<file path="config.mk">
export PLATFORM = sky130hd
export DESIGN_NAME = intc_core
export DESIGN_NICKNAME = d
export VERILOG_FILES = /design/src/rtl/intc_pkg.sv /design/src/rtl/intc_regs.sv /design/src/rtl/intc_eval.sv /design/src/rtl/intc_rdmux.sv /design/src/rtl/intc_core.sv
export SDC_FILE = /design/constraint.sdc
export NUM_CORES = 1
export LEC_CHECK = 0
export BUFFER_PORTS_ARGS = -buffer_cell sky130_fd_sc_hd__buf_2
export CORE_MARGIN = 10
export CORE_UTILIZATION = 50
export DETAILED_ROUTE_END_ITERATION = 7
export PLACE_DENSITY = 0.67
export SLEW_MARGIN = 40
export SYNTH_ARGS = -nofsm -noshare
export SYNTH_HDL_FRONTEND = slang
export SYNTH_SLANG_ARGS = --single-unit
</file>
<file path="constraint.sdc">
create_clock -name clk -period 5.3 [get_ports clk]
set_input_delay 0.265 -clock clk [delete_from_list [all_inputs] [get_ports clk]]
set_output_delay 0.265 -clock clk [all_outputs]
set_load 0.005 [all_outputs]
</file>
<file path="src/rtl/intc_pkg.sv">
package intc_pkg;
    localparam int SRC_NUM       = 64;
    localparam int WORD_W        = 32;
    localparam int PRIO_W        = 4;
    localparam int MASK_W        = 5;
    localparam int REG_ADDR_W    = 10;
    localparam int SRC_IDX_W     = $clog2(SRC_NUM);
    localparam int HALF          = SRC_NUM / 2;
    localparam int PRIO_PER_WORD = WORD_W / PRIO_W;
    localparam int PRIO_WORDS    = SRC_NUM / PRIO_PER_WORD;
    localparam int PW_IDX_W      = $clog2(PRIO_WORDS);

    localparam logic [WORD_W-1:0] CTRL_KEEP  = 32'h017C_0000;
    localparam logic [MASK_W-1:0] MASK_OFF   = '1;
    localparam logic [WORD_W-1:0] VEC0_VALUE = 32'd4;

    localparam logic [REG_ADDR_W-1:0] A_CTRL       = REG_ADDR_W'(0);
    localparam logic [REG_ADDR_W-1:0] A_MASK       = REG_ADDR_W'(1);
    localparam logic [REG_ADDR_W-1:0] A_EN_NUM     = REG_ADDR_W'(2);
    localparam logic [REG_ADDR_W-1:0] A_DIS_NUM    = REG_ADDR_W'(3);
    localparam logic [REG_ADDR_W-1:0] A_EN_HI      = REG_ADDR_W'(4);
    localparam logic [REG_ADDR_W-1:0] A_EN_LO      = REG_ADDR_W'(5);
    localparam logic [REG_ADDR_W-1:0] A_TYP_HI     = REG_ADDR_W'(6);
    localparam logic [REG_ADDR_W-1:0] A_TYP_LO     = REG_ADDR_W'(7);
    localparam logic [REG_ADDR_W-1:0] A_PRIO_FIRST = REG_ADDR_W'(8);
    localparam logic [REG_ADDR_W-1:0] A_PRIO_LAST  = REG_ADDR_W'(15);
    localparam logic [REG_ADDR_W-1:0] A_RAW_HI     = REG_ADDR_W'(18);
    localparam logic [REG_ADDR_W-1:0] A_RAW_LO     = REG_ADDR_W'(19);
    localparam logic [REG_ADDR_W-1:0] A_FRC_HI     = REG_ADDR_W'(20);
    localparam logic [REG_ADDR_W-1:0] A_FRC_LO     = REG_ADDR_W'(21);
    localparam logic [REG_ADDR_W-1:0] A_NPD_HI     = REG_ADDR_W'(22);
    localparam logic [REG_ADDR_W-1:0] A_NPD_LO     = REG_ADDR_W'(23);
    localparam logic [REG_ADDR_W-1:0] A_FPD_HI     = REG_ADDR_W'(24);
    localparam logic [REG_ADDR_W-1:0] A_FPD_LO     = REG_ADDR_W'(25);
    localparam logic [REG_ADDR_W-1:0] VEC_LO       = REG_ADDR_W'(64);
    localparam logic [REG_ADDR_W-1:0] VEC_HI       = REG_ADDR_W'(191);

    typedef enum logic [3:0] {
        OP_NONE,
        OP_CTRL,
        OP_MASK,
        OP_EN_NUM,
        OP_DIS_NUM,
        OP_EN_HI,
        OP_EN_LO,
        OP_TYP_HI,
        OP_TYP_LO,
        OP_PRIO,
        OP_FRC_HI,
        OP_FRC_LO
    } wr_op_e;
endpackage

</file>
<file path="src/rtl/intc_regs.sv">
module intc_regs
    import intc_pkg::*;
(
    input  logic                      clk,
    input  logic                      rst_n,
    input  logic                      wr_en,
    input  logic [REG_ADDR_W-1:0]     addr,
    input  logic [WORD_W-1:0]         wdata,
    input  logic [SRC_NUM-1:0]        src_in,
    output logic [SRC_NUM-1:0]        pend_q,
    output logic [SRC_NUM-1:0]        en_q,
    output logic [SRC_NUM-1:0]        typ_q,
    output logic [SRC_NUM*PRIO_W-1:0] prio_q,
    output logic [MASK_W-1:0]         mask_q,
    output logic [WORD_W-1:0]         ctrl_q
);
    wr_op_e              op;
    logic                vec_win;
    logic [SRC_NUM-1:0]  src_q;
    logic [SRC_NUM-1:0]  pend_d;
    logic [SRC_IDX_W-1:0] num;

    assign vec_win = (addr >= VEC_LO) && (addr <= VEC_HI);
    assign num     = wdata[SRC_IDX_W-1:0];

    // write decode: read-only offsets and the vector window map to OP_NONE
    always_comb begin
        op = OP_NONE;
        if (wr_en && !vec_win) begin
            case (addr)
                A_CTRL:    op = OP_CTRL;
                A_MASK:    op = OP_MASK;
                A_EN_NUM:  op = OP_EN_NUM;
                A_DIS_NUM: op = OP_DIS_NUM;
                A_EN_HI:   op = OP_EN_HI;
                A_EN_LO:   op = OP_EN_LO;
                A_TYP_HI:  op = OP_TYP_HI;
                A_TYP_LO:  op = OP_TYP_LO;
                A_FRC_HI:  op = OP_FRC_HI;
                A_FRC_LO:  op = OP_FRC_LO;
                default: begin
                    if (addr >= A_PRIO_FIRST && addr <= A_PRIO_LAST)
                        op = OP_PRIO;
                end
            endcase
        end
    end

    // pending: follow input on change, force write overrides
    always_comb begin
        pend_d = pend_q;
        for (int i = 0; i < SRC_NUM; i++) begin
            if (src_in[i] != src_q[i])
                pend_d[i] = src_in[i];
        end
        if (op == OP_FRC_HI) pend_d[SRC_NUM-1:HALF] = wdata;
        if (op == OP_FRC_LO) pend_d[HALF-1:0]       = wdata;
    end

    always_ff @(posedge clk or negedge rst_n) begin
        if (!rst_n) begin
            src_q  <= '0;
            pend_q <= '0;
        end else begin
            src_q  <= src_in;
            pend_q <= pend_d;
        end
    end

    always_ff @(posedge clk or negedge rst_n) begin
        if (!rst_n) begin
            en_q   <= '0;
            typ_q  <= '0;
            mask_q <= MASK_OFF;
            ctrl_q <= '0;
        end else begin
            unique case (op)
                OP_CTRL:    ctrl_q <= wdata & CTRL_KEEP;
                OP_MASK:    mask_q <= wdata[MASK_W-1:0];
                OP_EN_NUM:  en_q[num] <= 1'b1;
                OP_DIS_NUM: en_q[num] <= 1'b0;
                OP_EN_HI:   en_q[SRC_NUM-1:HALF] <= wdata;
                OP_EN_LO:   en_q[HALF-1:0]       <= wdata;
                OP_TYP_HI:  typ_q[SRC_NUM-1:HALF] <= wdata;
                OP_TYP_LO:  typ_q[HALF-1:0]       <= wdata;
                default: ;
            endcase
        end
    end

    // priority words: offset A_PRIO_LAST - j holds sources j*8 .. j*8+7
    for (genvar j = 0; j < PRIO_WORDS; j++) begin : g_prio
        logic sel;
        assign sel = (op == OP_PRIO) && (addr == (A_PRIO_LAST - REG_ADDR_W'(j)));
        always_ff @(posedge clk or negedge rst_n) begin
            if (!rst_n)
                prio_q[j*WORD_W +: WORD_W] <= '0;
            else if (sel)
                prio_q[j*WORD_W +: WORD_W] <= wdata;
        end
    end
endmodule

</file>
<file path="src/rtl/intc_eval.sv">
module intc_eval
    import intc_pkg::*;
(
    input  logic                      clk,
    input  logic                      rst_n,
    input  logic [SRC_NUM-1:0]        pend,
    input  logic [SRC_NUM-1:0]        en,
    input  logic [SRC_NUM-1:0]        typ,
    input  logic [SRC_NUM*PRIO_W-1:0] prio,
    input  logic [MASK_W-1:0]         mask,
    output logic                      irq_norm_q,
    output logic                      irq_fast_q
);
    logic [SRC_NUM-1:0] cand_norm;
    logic [SRC_NUM-1:0] cand_fast;
    logic [SRC_NUM-1:0] above;
    logic               norm_d;
    logic               fast_d;

    assign cand_norm = pend & en & ~typ;
    assign cand_fast = pend & en & typ;

    // per-source strict comparison against the threshold
    for (genvar i = 0; i < SRC_NUM; i++) begin : g_cmp
        logic [MASK_W-1:0] p_ext;
        assign p_ext    = MASK_W'(prio[i*PRIO_W +: PRIO_W]);
        assign above[i] = cand_norm[i] && (p_ext > mask);
    end

    always_comb begin
        if (!(|cand_norm) || (mask == MASK_OFF))
            norm_d = |cand_norm;
        else
            norm_d = |above;
        fast_d = |cand_fast;
    end

    always_ff @(posedge clk or negedge rst_n) begin
        if (!rst_n) begin
            irq_norm_q <= 1'b0;
            irq_fast_q <= 1'b0;
        end else begin
            irq_norm_q <= norm_d;
            irq_fast_q <= fast_d;
        end
    end
endmodule

</file>
<file path="src/rtl/intc_rdmux.sv">
module intc_rdmux
    import intc_pkg::*;
(
    input  logic [REG_ADDR_W-1:0]     addr,
    input  logic [SRC_NUM-1:0]        pend,
    input  logic [SRC_NUM-1:0]        en,
    input  logic [SRC_NUM-1:0]        typ,
    input  logic [SRC_NUM*PRIO_W-1:0] prio,
    input  logic [MASK_W-1:0]         mask,
    input  logic [WORD_W-1:0]         ctrl,
    output logic [WORD_W-1:0]         rdata
);
    logic [SRC_NUM-1:0]  npend;
    logic [SRC_NUM-1:0]  fpend;
    logic [PW_IDX_W-1:0] pw;

    assign npend = pend & en & ~typ;
    assign fpend = pend & en & typ;
    assign pw    = PW_IDX_W'(A_PRIO_LAST - addr);

    always_comb begin
        rdata = '0;
        case (addr)
            A_CTRL:   rdata = ctrl;
            A_MASK:   rdata = WORD_W'(mask);
            A_EN_HI:  rdata = en[SRC_NUM-1:HALF];
            A_EN_LO:  rdata = en[HALF-1:0];
            A_TYP_HI: rdata = typ[SRC_NUM-1:HALF];
            A_TYP_LO: rdata = typ[HALF-1:0];
            A_RAW_HI: rdata = pend[SRC_NUM-1:HALF];
            A_RAW_LO: rdata = pend[HALF-1:0];
            A_NPD_HI: rdata = npend[SRC_NUM-1:HALF];
            A_NPD_LO: rdata = npend[HALF-1:0];
            A_FPD_HI: rdata = fpend[SRC_NUM-1:HALF];
            A_FPD_LO: rdata = fpend[HALF-1:0];
            VEC_LO:   rdata = VEC0_VALUE;
            default: begin
                if (addr >= A_PRIO_FIRST && addr <= A_PRIO_LAST)
                    rdata = prio[int'(pw)*WORD_W +: WORD_W];
            end
        endcase
    end
endmodule

</file>
<file path="src/rtl/intc_core.sv">
module intc_core
    import intc_pkg::*;
(
    input  logic                  clk,
    input  logic                  rst_n,
    input  logic                  bus_wr,
    input  logic [REG_ADDR_W-1:0] bus_addr,
    input  logic [WORD_W-1:0]     bus_wdata,
    output logic [WORD_W-1:0]     bus_rdata,
    input  logic [SRC_NUM-1:0]    src_in,
    output logic                  irq_norm,
    output logic                  irq_fast
);
    logic [SRC_NUM-1:0]        pend_q;
    logic [SRC_NUM-1:0]        en_q;
    logic [SRC_NUM-1:0]        typ_q;
    logic [SRC_NUM*PRIO_W-1:0] prio_q;
    logic [MASK_W-1:0]         mask_q;
    logic [WORD_W-1:0]         ctrl_q;

    intc_regs u_regs (
        .clk    (clk),
        .rst_n  (rst_n),
        .wr_en  (bus_wr),
        .addr   (bus_addr),
        .wdata  (bus_wdata),
        .src_in (src_in),
        .pend_q (pend_q),
        .en_q   (en_q),
        .typ_q  (typ_q),
        .prio_q (prio_q),
        .mask_q (mask_q),
        .ctrl_q (ctrl_q)
    );

    intc_eval u_eval (
        .clk        (clk),
        .rst_n      (rst_n),
        .pend       (pend_q),
        .en         (en_q),
        .typ        (typ_q),
        .prio       (prio_q),
        .mask       (mask_q),
        .irq_norm_q (irq_norm),
        .irq_fast_q (irq_fast)
    );

    intc_rdmux u_rdmux (
        .addr  (bus_addr),
        .pend  (pend_q),
        .en    (en_q),
        .typ   (typ_q),
        .prio  (prio_q),
        .mask  (mask_q),
        .ctrl  (ctrl_q),
        .rdata (bus_rdata)
    );
endmodule

</file>
==> results.cfg, run 1 <==
[run_status]
outcome = completed

[cells_and_area]
nets = 3596
drive_above_1_share_pct = 23.2
final_common_cell = dfrtp_1
layout_common_cells = dfrtp_1, mux2_2, a21oi_1
areaGrowthSynthToFinish_pct = 14.3

[clocking]
htree_levels = 2
cts_buffers = 59
clk_pin_slew_ps = 70
ctsResizeCount = 0
clock_sinks = 525
root_buffer = clkbuf_16
cts_buffer_depth = 3
cts_tree = built
clock_latency_ps = 650

[yosys]
ys_async_sr_fraction_pct = 100
synth-warning-count = 0
ys.flop_type = dfrtp_1
yosys_register_bits = 525
synth_area_mm2 = 0.0322
avgSynthCellArea_um2 = 10.4
ys_seq_area_share_pct = 40.8
synth-edff-count = 0
syn_nets = 3453
ys_types = 77
synthCells = 3088

[critical_path]
reg2regPathDepth = 10
crit_top_cell = buf_4
crit_arrival_ps = 3520
critPathSlowestCell = buf_4
crit_chain = buf_4 > buf_4 > mux4_2 > mux2i_1 > o22ai_1 > a211oi_1 > nand4_1 > buf_2
cp-start-kind = primary input
path_buf_inv = 3
path_class = in -> out
ff2ff_setup_slack_ps = 1730
crit_family = buffers and inverters
crit_required_ps = 5040
slowest_delay_ps = 730
path_depth = 8
worstSetupEndpointType = primary output
cp_max_fo = 41

[timing]
finalSetupViolCount = 0
hold_violations = 0
worst_pin_slew_ps = 988
finalCritPeriodShare_pct = 71.3
skew_ps = 36.6
rsz0062_at_grt = false
post-route-min-period_ps = 3780
tns_ps = 0
max_slew_margin_pct = 33.9
slew_violations = 0
fmax_ghz = 0.264
fin_ws_ps = 1520

[floorplan]
die_w_um = 274
start_util_pct = 50.8
ios = 143
die_y_um = 274
dieArea_mm2 = 0.0750
coreArea_mm2 = 0.0634
rows = 92

[place]
io_buffers = 142
hpwl_um = 91500
place_ws_ps = 1460
gp_congestion = 1.01

[detailed_routing]
dr.first_iter.drc_count = 3757
avgViaCountPerCell = 6.83
ant_nets = 0
finalWirelength_um = 128000
wl_per_cell_um = 31.0
via_count = 28200
drc_errors = 0
drt_first_pass_iters = 7

[pwr]
ir_worst_vdd_mv = 0.244
powerDensity_mw_per_mm2 = 267
p_total_mw = 9.84
power_leakage_nw = 17.3

[job]
max_cap_viol_count = 0

[grt]
grtUsageTotal_pct = 33.5
grt_max_degree = 155
grt_pass1_vias = 27500
antenna_found_initial = 14
grt_pass1_wl_um = 186000
grt_overflow = 0

[min_path]
min_path_type = in -> reg
hold_depth = 3
[worst paths after layout]
| kind | startpoint | end |
|---|---|---|
| worst max-delay path | bus_addr[0] | bus_rdata[12] |
| worst min-delay path | bus_wdata[24] | u_regs.pend_q[24] |
| worst max register to register | u_regs.mask_q[3] | u_eval.irq_norm_q |
| max in group asynchronous | rst_n | u_regs.pend_q[39] |
| worst min register to register | u_regs.ctrl_q[24] | u_regs.ctrl_q[24] |
| min in group asynchronous | rst_n | u_regs.prio_q[76] |
[cells in the mapped netlist (25+ instances only)]
cell type | n | area [um^2]
a41oi_1 | 30 | 263
o21ai_0 | 259 | 1300
nand3_1 | 94 | 470
clkbuf_1 | 107 | 402
a21oi_1 | 286 | 1430
ha_1 | 256 | 3200
nand2_1 | 270 | 1010
nor2b_1 | 28 | 175
inv_1 | 133 | 499
nand4_1 | 66 | 413
buf_2 | 64 | 320
and3_1 | 25 | 156
o21ai_1 | 32 | 160
dfrtp_1 | 520 | 13000
a22o_1 | 46 | 403
nand3b_1 | 46 | 345
a22oi_1 | 43 | 323
maj3_1 | 26 | 260
mux2_2 | 330 | 3720
nor2_1 | 57 | 214
mux4_2 | 64 | 1440
[registers in the layout (all words and copies together) (netlist names)]
register,flops
u_eval.irq_norm_q,1
u_regs.mask_q,5
u_regs.pend_q,64
u_eval.irq_fast_q,1
u_regs.ctrl_q,6
u_regs.typ_q,64
u_regs.en_q,64
u_regs.prio_q,256
u_regs.src_q,64
[metrics by stage]
step           cell area [um^2]  hold slack [ps]  std cells  utilization [%]
4_1_cts                   36600             31.9       4118             57.8
2_1_floorplan             32200            -30.6       3088                -
5_1_grt                   36800             86.3       4127             58.0
3_3_place_gp              33700              378       3940             53.2
6_report                  36800             59.1       4131             58.0
3_5_place_dp              33900              363       3945             53.4
[report_power, final]
part           switching (mW)  internal, mW
Combinational           0.642         0.375
Clock                    1.80          2.69
Sequential              0.185          4.14
[cell type report]
| type | instances | area [um^2] |
|---|---|---|
| repair buffers | 273 | 2080 |
| multi-input cells | 2239 | 17900 |
| clock inverters | 27 | 400 |
| inverters | 133 | 499 |
| diodes | 7 | 17.5 |
| well taps | 846 | 1060 |
| fillers | 5275 | 26600 |
| flip-flops and latches | 525 | 13100 |
| clock buffers | 81 | 1710 |
[tightest hold or removal path, delay by kind of cell]
family / cells / cell delay, ps
AO/OA/AOI/OAI: 1 / 70
buffers and inverters: 1 / 230
AND/OR/NAND/NOR: 1 / 90
[cell families (layout without fill, tap and decap cells)]
kind of cell    count (synthesis)  after routing  share of synthesized area [%]
compound gates                861            861                           16.6
xor+xnor                        3              3                         0.0816
fa+ha+maj                     282            282                           10.8
buf+inv                       324            514                           4.15
flops                         525            525                           40.8
mux                           418            418                           16.8
other cells                     0              7                              0
simple gates                  675            675                           10.8
[metal layers]
| metal | track usage [%] | wire length (um) | vias to the layer above | part of all wire, % |
|---|---|---|---|---|
| met5 | 0 | 92 | - | 0.072 |
| met4 | 18.9 | 8470 | 16 | 6.6 |
| met3 | 10.8 | 15700 | 460 | 12 |
| met2 | 50.3 | 56000 | 1782 | 44 |
| met1 | 42.1 | 47800 | 14000 | 37 |
| li1 | - | - | 11900 | - |
[timing repair]
item,4_1_cts,5_1_grt
hold endpoints to repair,198,0
hold buffers,65,0
buffers inserted,0,0
Power figures use the tool's default switching activity.
==> run 2, diff against run 1 <==
clock period = 3.7 ns   (was 5.3 ns; I/O delays follow)
==> run 2 against run 1 <==
  * The run now ends with design-rule violations left
  * Power is 46% higher
  * Sequential power is 43% higher
  * Combinational power is 49% higher
  * Register-to-register slack worse by 1400 ps
  * Global-route usage is 2.3 points higher
  * Die area stayed put
  * Critical endpoint is now u_eval.irq_norm_q
  * Highest routed layer unchanged
==> results.cfg, run 2 (synthesized netlist as in run 1, its figures left out) <==
[run_status]
outcome = finished, violations left
violations = design-rule violations

[min_path]
whs_endpoint = u_regs.pend_q[26]
hold_start = bus_wdata[26]
min_path_type = in -> reg
hold_depth = 3

[floorplan]
die_w_um = 274
ios = 143
start_util_pct = 50.8
coreArea_mm2 = 0.0634
die_y_um = 274
dieArea_mm2 = 0.0750
rows = 92

[cells_and_area]
layout_common_cells = dfrtp_1, mux2_2, a21oi_1
drive_above_1_share_pct = 24.2
seqCellArea_mm2 = 0.0131
multiInputGateArea_mm2 = 0.0178
fin_area_mm2 = 0.0372
final_common_cell = dfrtp_1
top_register = u_regs.prio_q
areaGrowthSynthToFinish_pct = 15.5
nets = 3645
largest_register_ffs = 256
nFillCells = 5357

[job]
max_cap_viol_count = 0

[grt]
grtUsageTotal_pct = 35.8
grt_max_degree = 85
antenna_found_initial = 12
grt_overflow = 0
grt_pass1_wl_um = 197000
grt_pass1_vias = 28100

[critical_path]
crit_required_ps = 4180
worstSetupEndpointType = flip-flop
reg2reg_from = u_regs.mask_q[1]
cp-start-kind = flip-flop
path_class = reg -> reg
reg2regPathDepth = 11
ff2ff_setup_slack_ps = 370
crit_arrival_ps = 3810
cp_max_fo = 25
r2r-end = u_eval.irq_norm_q

[clocking]
cts_buffers = 66
cts_buffer_depth = 3
htree_levels = 3
cts_tree = built
cts_setup_buffers = 0
clock_sinks = 525
clock_latency_ps = 630
clk_pin_slew_ps = 60
root_buffer = clkbuf_16

[detailed_routing]
wl_per_cell_um = 32.6
avgViaCountPerCell = 6.85
dr.first_iter.drc_count = 3650
drt_first_pass_iters = 8
ant_nets = 0
via_count = 28600
finalWirelength_um = 136000
drc_errors = 1

[timing]
slew_violations = 0
finalSetupViolCount = 0
hold_ws_ps = 26.4
finalCritPeriodShare_pct = 90.0
rsz0062_at_grt = false
worst_pin_slew_ps = 966
skew_ps = 20.2
hold_violations = 0
max_slew_margin_pct = 35.6
fmax_ghz = 0.300
tns_ps = 0
post-route-min-period_ps = 3330

[pwr]
intPower_mw = 10.5
p_total_mw = 14.4
power_leakage_nw = 17.5
swShare_pct = 27.4
p_switching_mw = 3.94
clockPowerShare_pct = 46.3
powerDensity_mw_per_mm2 = 387
seq_power_share_pct = 43.1
p_comb_share_pct = 10.6
ir_worst_vdd_mv = 0.314

[place]
gp_congestion = 1.00
hpwl_um = 98000
io_buffers = 142
placed_area_mm2 = 0.0343
[run 2: final cells by class]
type                            instances  share of cell area (%)
Multi-Input combinational cell       2239                    48.0
Clock buffer                           91                    5.07
Antenna cell                            2                  0.0135
Inverter                              133                    1.34
Sequential cell                       525                    35.3
Clock inverter                         29                   0.888
Timing Repair Buffer                  315                    6.54
Tap cell                              846                    2.84
[run 2: stage by stage]
step           setup slack (ps)  util (%)  instances
2_1_floorplan               618         -       3088
3_3_place_gp               69.9      54.1       3992
3_5_place_dp                474      54.1       3993
4_1_cts                     431      58.6       4178
5_1_grt                     307      58.7       4178
6_report                    369      58.7       4180
[run 2: worst max-delay path by stage]
stage	from	to	slack, ps	cells past startpoint
floorplan	u_regs.mask_q[1]	u_eval.irq_norm_q	620	9
global placement	u_regs.mask_q[1]	u_eval.irq_norm_q	70	10
detailed placement	u_regs.mask_q[1]	u_eval.irq_norm_q	470	11
CTS	u_regs.mask_q[1]	u_eval.irq_norm_q	430	11
global route	u_regs.mask_q[1]	u_eval.irq_norm_q	310	11
finish	u_regs.mask_q[1]	u_eval.irq_norm_q	370	11
[run 2: power by group through the flow]
stage	combinational (mW)	sequential, mW	clock, mW
floorplan	0.768	6.19	0
global placement	1.37	6.29	0
detailed placement	1.43	6.30	0
CTS	1.49	6.20	6.71
global route	1.65	6.22	6.96
finish	1.52	6.21	6.66
[run 2: what timing repair did]
item | CTS | global route
gates resized for setup | 0 | 0
hold buffers | 65 | 0
setup endpoints to repair | 0 | 0
hold endpoints to repair | 393 | 0
[run 2: metal layers]
layer	track usage, %	vias up	wire length (um)
li1	-	12000	-
met1	45.8	14500	52800
met2	54.6	1686	60300
met3	10.3	433	15100
met4	18.3	12	7770
met5	0	-	78
[run 2: critical path, stage by stage (launching register included)]
cell and delay, ps:
dfstp_2 570, inv_2 180, buf_12 250, ha_1 310, nor2b_1 140, o211ai_1 150, a21oi_1 220, a2111oi_0 680
buf_4 220, nand4_1 80, nor4_1 230, a21oi_1 110
